===== src/rtl/fml_pkg.sv =====
package fml_pkg;

  typedef enum logic {
    RND_TRUNC  = 1'b0,
    RND_HALFUP = 1'b1
  } rnd_mode_e;

endpackage


===== src/rtl/fml_prod.sv =====
module fml_prod #(
  parameter int WL = 16,
  localparam int PW = 2 * WL
) (
  input  logic [WL-1:0] opa_i,
  input  logic [WL-1:0] opb_i,
  output logic [PW-1:0] prod_o
);

  logic signed [PW-1:0] a_ext;
  logic signed [PW-1:0] b_ext;

  // sign-extend both operands to full product width, then multiply
  always_comb begin
    a_ext  = {{WL{opa_i[WL-1]}}, opa_i};
    b_ext  = {{WL{opb_i[WL-1]}}, opb_i};
    prod_o = a_ext * b_ext;
  end

endmodule


===== src/rtl/fml_window.sv =====
module fml_window
  import fml_pkg::*;
#(
  parameter int WL = 16,
  localparam int PW = 2 * WL,
  localparam int SW = $clog2(WL)
) (
  input  logic [PW-1:0] prod_i,
  input  logic [SW-1:0] lsh_i,
  input  rnd_mode_e     mode_i,
  output logic [WL-1:0] res_o
);

  logic [PW-1:0] shifted;
  logic [WL-1:0] field;
  logic          guard;
  logic          add_half;

  // moving the product left by k places the wanted field at a fixed spot:
  // just below the redundant sign bit; the bit under it is the round guard
  always_comb begin
    shifted  = prod_i << lsh_i;
    field    = shifted[PW-2 -: WL];
    guard    = shifted[WL-2];
    add_half = (mode_i == RND_HALFUP) && guard;
    res_o    = field + {{(WL-1){1'b0}}, add_half};
  end

endmodule


===== src/rtl/fml_stage.sv =====
module fml_stage #(
  parameter int WL   = 16,
  parameter bit PIPE = 1'b1
) (
  input  logic          clk,
  input  logic          rst_n,
  input  logic          vld_i,
  input  logic [WL-1:0] res_i,
  output logic          vld_o,
  output logic [WL-1:0] res_o
);

  generate
    if (PIPE) begin : g_reg
      logic          vld_q;
      logic [WL-1:0] res_q;
      logic [WL-1:0] res_d;
      logic          res_en;

      always_comb begin
        res_en = vld_i;
        res_d  = res_en ? res_i : res_q;
      end

      always_ff @(posedge clk or negedge rst_n) begin
        if (!rst_n) begin
          vld_q <= 1'b0;
          res_q <= '0;
        end else begin
          vld_q <= vld_i;
          res_q <= res_d;
        end
      end

      assign vld_o = vld_q;
      assign res_o = res_q;
    end else begin : g_comb
      assign vld_o = vld_i;
      assign res_o = res_i;
    end
  endgenerate

endmodule


===== src/rtl/fml_top.sv =====
module fml_top
  import fml_pkg::*;
#(
  parameter int WL   = 16,
  parameter bit PIPE = 1'b1,
  localparam int PW  = 2 * WL,
  localparam int SW  = $clog2(WL)
) (
  input  logic          clk,
  input  logic          rst_n,
  input  logic          in_vld,
  input  logic [WL-1:0] opa_i,
  input  logic [WL-1:0] opb_i,
  input  logic [SW-1:0] lsh_i,
  input  logic          rnd_i,
  output logic          out_vld,
  output logic [WL-1:0] res_o
);

  logic [PW-1:0] prod;
  logic [WL-1:0] win;
  rnd_mode_e     mode;

  assign mode = rnd_mode_e'(rnd_i);

  fml_prod #(.WL(WL)) u_prod (
    .opa_i (opa_i),
    .opb_i (opb_i),
    .prod_o(prod)
  );

  fml_window #(.WL(WL)) u_win (
    .prod_i(prod),
    .lsh_i (lsh_i),
    .mode_i(mode),
    .res_o (win)
  );

  fml_stage #(.WL(WL), .PIPE(PIPE)) u_stage (
    .clk  (clk),
    .rst_n(rst_n),
    .vld_i(in_vld),
    .res_i(win),
    .vld_o(out_vld),
    .res_o(res_o)
  );

endmodule


===== config.mk =====
export PLATFORM = sky130hd
export DESIGN_NAME = fml_top
export DESIGN_NICKNAME = d
export VERILOG_FILES = /design/src/rtl/fml_pkg.sv /design/src/rtl/fml_prod.sv /design/src/rtl/fml_window.sv /design/src/rtl/fml_stage.sv /design/src/rtl/fml_top.sv
export SDC_FILE = /design/constraint.sdc
export NUM_CORES = 1
export LEC_CHECK = 0
export ABC_CLOCK_PERIOD_IN_PS = 850
export BUFFER_PORTS_ARGS = -buffer_cell sky130_fd_sc_hd__buf_2
export CAP_MARGIN = 20
export CORE_ASPECT_RATIO = 1.1
export CORE_MARGIN = 2
export CORE_UTILIZATION = 47
export DETAILED_ROUTE_END_ITERATION = 16
export PLACE_DENSITY = 0.62
export SLEW_MARGIN = 40
export SYNTH_ARGS = -nofsm -noshare
export SYNTH_HDL_FRONTEND = slang
export SYNTH_HIERARCHICAL = 1
export SYNTH_SLANG_ARGS = --single-unit

===== constraint.sdc =====
create_clock -name clk -period 0.85 [get_ports clk]
set_input_delay 0.0425 -clock clk [delete_from_list [all_inputs] [get_ports clk]]
set_output_delay 0.0425 -clock clk [all_outputs]
set_load 0.02 [all_outputs]

After elaboration in Yosys (flattened, before gate mapping)
Cells that the tools add are included.
{ "word_totals": {"ff_bits": 17, "inputBits": 40, "out_inout_bits": 17} }
{ "classes": {"add_sub_neg": 1, "n_mul": 1, "shift": 1, "n_reduce_logical": 1} }
{ "op_table": {"columns": ["cell", "n"], "rows": [
  ["16-bit by 16-bit multiplier with 32-bit output", 1],
  ["32-bit by 4-bit << shifter with 31-bit output", 1],
  ["16-bit by 1-bit adder with 16-bit output", 1],
  ["1-bit logical AND", 1]
]} }

Depth between registers and ports, before layout
{ "depth": {"ltp_word": 4, "ltp_mapped": 31, "ltp_nobuf": 30} }

Modules after synthesis
The synthesis kept the hierarchy.
{ "by_module_without_submodules": {"columns": ["module", "n_inst", "cells_each", "area_per_inst_um2"], "rows": [
  ["fml_prod", 1, 1081, 9855.7],
  ["fml_window", 1, 169, 1726.7],
  ["fml_stage", 1, 35, 674.4]
]} }

Worst setup path after synthesis
OpenSTA, ideal clock, no wires.
{ "synth_timing": {"path_type": "input -> register", "from": "input opb_i[1]", "to": "register u_stage.g_reg.res_q[12], in the netlist u_stage/res_o[12]", "setup_time_ps": 125, "arrival_time_ps": 6797, "t_required_ps": 725, "setup_slack_ps": -6073, "cell_stages": 28, "n_path_buf": 1, "cell_sequence": "clkbuf_1 > nand2_1 > fa_1 > fa_1 > fa_1 > inv_1 > fa_1 > fa_1 > inv_1 > fa_1 > inv_1 > ha_1 > a21o_1 > a21o_1 > a21oi_1 > a21oi_2 > o41ai_4 > nand2b_1 > a21oi_1 > xnor2_1 > mux4_1 > mux2i_1 > nand4b_1 > a21oi_1 > nand3_1 > nor2_1 > xor2_1 > mux2_4"} }
{ "synth_via": {"elab_chain_len": 4} }
{ "synth_lines": {"columns": ["item", "line_no", "source"], "rows": [
  ["from (decl)", "fml_top.sv:13", "input logic [WL-1:0] opb_i,"],
  ["16-bit by 16-bit multiplier with 32-bit output (*)", "fml_prod.sv:17", "prod_o = a_ext * b_ext;"],
  ["named net prod[21]", "fml_top.sv:20", "logic [PW-1:0] prod;"],
  ["32-bit by 4-bit << shifter with 31-bit output (*)", "fml_window.sv:22", "shifted = prod_i << lsh_i;"],
  ["1-bit logical AND", "fml_window.sv:25", "add_half = (mode_i == RND_HALFUP) && guard;"],
  ["16-bit by 1-bit adder with 16-bit output (*)", "fml_window.sv:26", "res_o = field + {{(WL-1){1'b0}}, add_half};"],
  ["named net win[12]", "fml_top.sv:21", "logic [WL-1:0] win;"],
  ["to (signal assigned)", "fml_stage.sv:31", "res_q <= res_d;"],
  ["to (decl)", "fml_stage.sv:16", "logic [WL-1:0] res_q;"]
]} }
Mark *: on every way through the listed nets, which the timed path passes. The rest lies on a longest branch.
A chain may end at the register's enable or synchronous reset.

Final worst setup path
{ "layout_timing": {"from": "input opa_i[6]", "to": "register u_stage.g_reg.res_q[15], in the netlist u_stage/res_o[15]"} }
{ "layout_via": {"elab_chain_len": 4} }
{ "layout_lines": {"columns": ["item", "line_no", "source"], "rows": [
  ["from (decl)", "fml_top.sv:12", "input logic [WL-1:0] opa_i,"],
  ["16-bit by 16-bit multiplier with 32-bit output (*)", "fml_prod.sv:17", null],
  ["named net prod[21]", "fml_top.sv:20", null],
  ["32-bit by 4-bit << shifter with 31-bit output (*)", "fml_window.sv:22", null],
  ["1-bit logical AND", "fml_window.sv:25", null],
  ["16-bit by 1-bit adder with 16-bit output (*)", "fml_window.sv:26", null],
  ["named net win[15]", "fml_top.sv:21", null]
]} }
Marked as above.

==> flow_summary.ini <==
[run_status]
status = finished, violations left
violations = setup timing

[die]
start_util = 0.478
coreArea_mm2 = 0.0253
die_h_um = 172
io_pins = 57
dieArea_mm2 = 0.0270
rows = 61
die_x_um = 157

[layout]
final_core_util = 0.597
fillerInstances = 2202
final_common_cell = inv_1
final_cell_mix = inv_1 (281), fa_1 (256), buf_4 (230), nand2_1 (134), and2_1 (119)
syn_to_final_growth_pct = 24.8
nets = 1889
drive_gt1_frac = 0.296
antenna_cells = 0

[synthesis]
syn_inst = 1262
syn-num-nets = 1648
syn_avg_cell_area_um2 = 9.58
ys_warn_count = 6
synth_area_mm2 = 0.0121

[critical_path]
cp-end-kind = flip-flop
cp.arrival_ps = 6760
cp_slowest_cell = fa_1
crit_top_cell = fa_1
critPathKind = in -> reg
crit_fanout = 12
cp_num_buf_inv = 6
max_stage_delay_ps = 530
crit_required_ps = 980
startpoint_type = primary input
cp_top_family = adder cells

[detailed_routing]
drc_errors = 0
via_per_inst = 5.05
firstDrtPassIters = 7
routed_wl_um = 28700
antenna_left = 0
num_vias = 9328
wire_per_inst_um = 15.5
first_iter_violations = 310

[timing]
hold_viol_final = 0
holdWs_ps = 127
period_needed_ps = 6630
relSlewSlack = 0.739
tightest_slew_ps = 389
timing.final.crit_share = 7.80
fin_skew_ps = 0
timing.final.ws_setup_ps = -5780
rsz0062_at_grt = yes
setup_viol = 16
fmax_ghz = 0.151
slew_violations = 0

[grt]
antenna_found_initial = 0
first_global_vias = 10337
grt_max_degree = 24
grt_pass1_wl_um = 48900
grt_usage = 0.226
overflow = 0

[clocking]
clockRootBuffer = clkbuf_16
htreeDepth = 1
cts_tree = built
cts_made_buffers = 3
clk_path_buf_depth = 2
clk_latency_ps = 240
cts_sinks = 17
clkTransAtPathRegs_ps = 50

[place]
portBuffers = 56
place_ws_ps = -6180
hpwl_um = 25000
gp_congestion = 0.886

[hold_path]
hp-class = in -> reg

[job]
drv_cap = 0
state kept, by name (all words and copies together) (netlist names):
signal         cells
u_stage/res_o     16
u_stage/vld_o      1
per-layer routing:
metal / up-vias / track usage / wire length (µm)
li1: 4345 / - / -
met1: 4784 / 0.277 / 11800
met2: 163 / 0.441 / 15600
met3: 36 / 0.00702 / 639
met4: 0 / 0.0491 / 591
met5: - / 0 / 0
path summary, 6_finish.rpt:
path,slack (ps),cells past startpoint,startpoint,end
worst max register to register,30,1,u_stage/res_o[8]$_DFFE_PN0P_,u_stage/res_o[8]$_DFFE_PN0P_
max in group asynchronous,330,2,rst_n,u_stage/res_o[11]$_DFFE_PN0P_
min in group asynchronous,250,2,rst_n,u_stage/vld_o$_DFF_PN0_
worst min-delay path,130,2,in_vld,u_stage/vld_o$_DFF_PN0_
worst min register to register,510,1,u_stage/res_o[2]$_DFFE_PN0P_,u_stage/res_o[2]$_DFFE_PN0P_
worst max-delay path,-5780,29,opa_i[6],u_stage/res_o[15]$_DFFE_PN0P_
per-stage QoR:
step	cell area (µm²)	std cells	TNS, ps
detailed placement	14300	1831	-95820
CTS	14900	1844	-89000
finish	15100	1848	-88940
floorplan	12200	1262	-88040
global placement	14300	1831	-95030
global route	15100	1848	-93340
what timing repair did:
item                                   CTS  global route
endpoints found under the hold margin   17             0
hold buffers                             1             0
setup buffers                            7             7
resized for setup                       86            47
setup endpoints to repair               16            25
pin swaps                               31            22
cloned                                   1             0
area by class of cell:
class	instances	area [µm²]	share of cell area
multi-input cells	907	10800	0.718
repair buffers	288	2250	0.149
inverters	286	1070	0.0712
well taps	346	433	0.0287
flip-flops and latches	17	425	0.0282
clock buffers	3	75.1	0.00498
clock inverters	1	5.00	0.000332
Power is left out: the tool's default activity adds up to more than one toggle a clock period on the data nets, which glitch-free logic cannot reach.
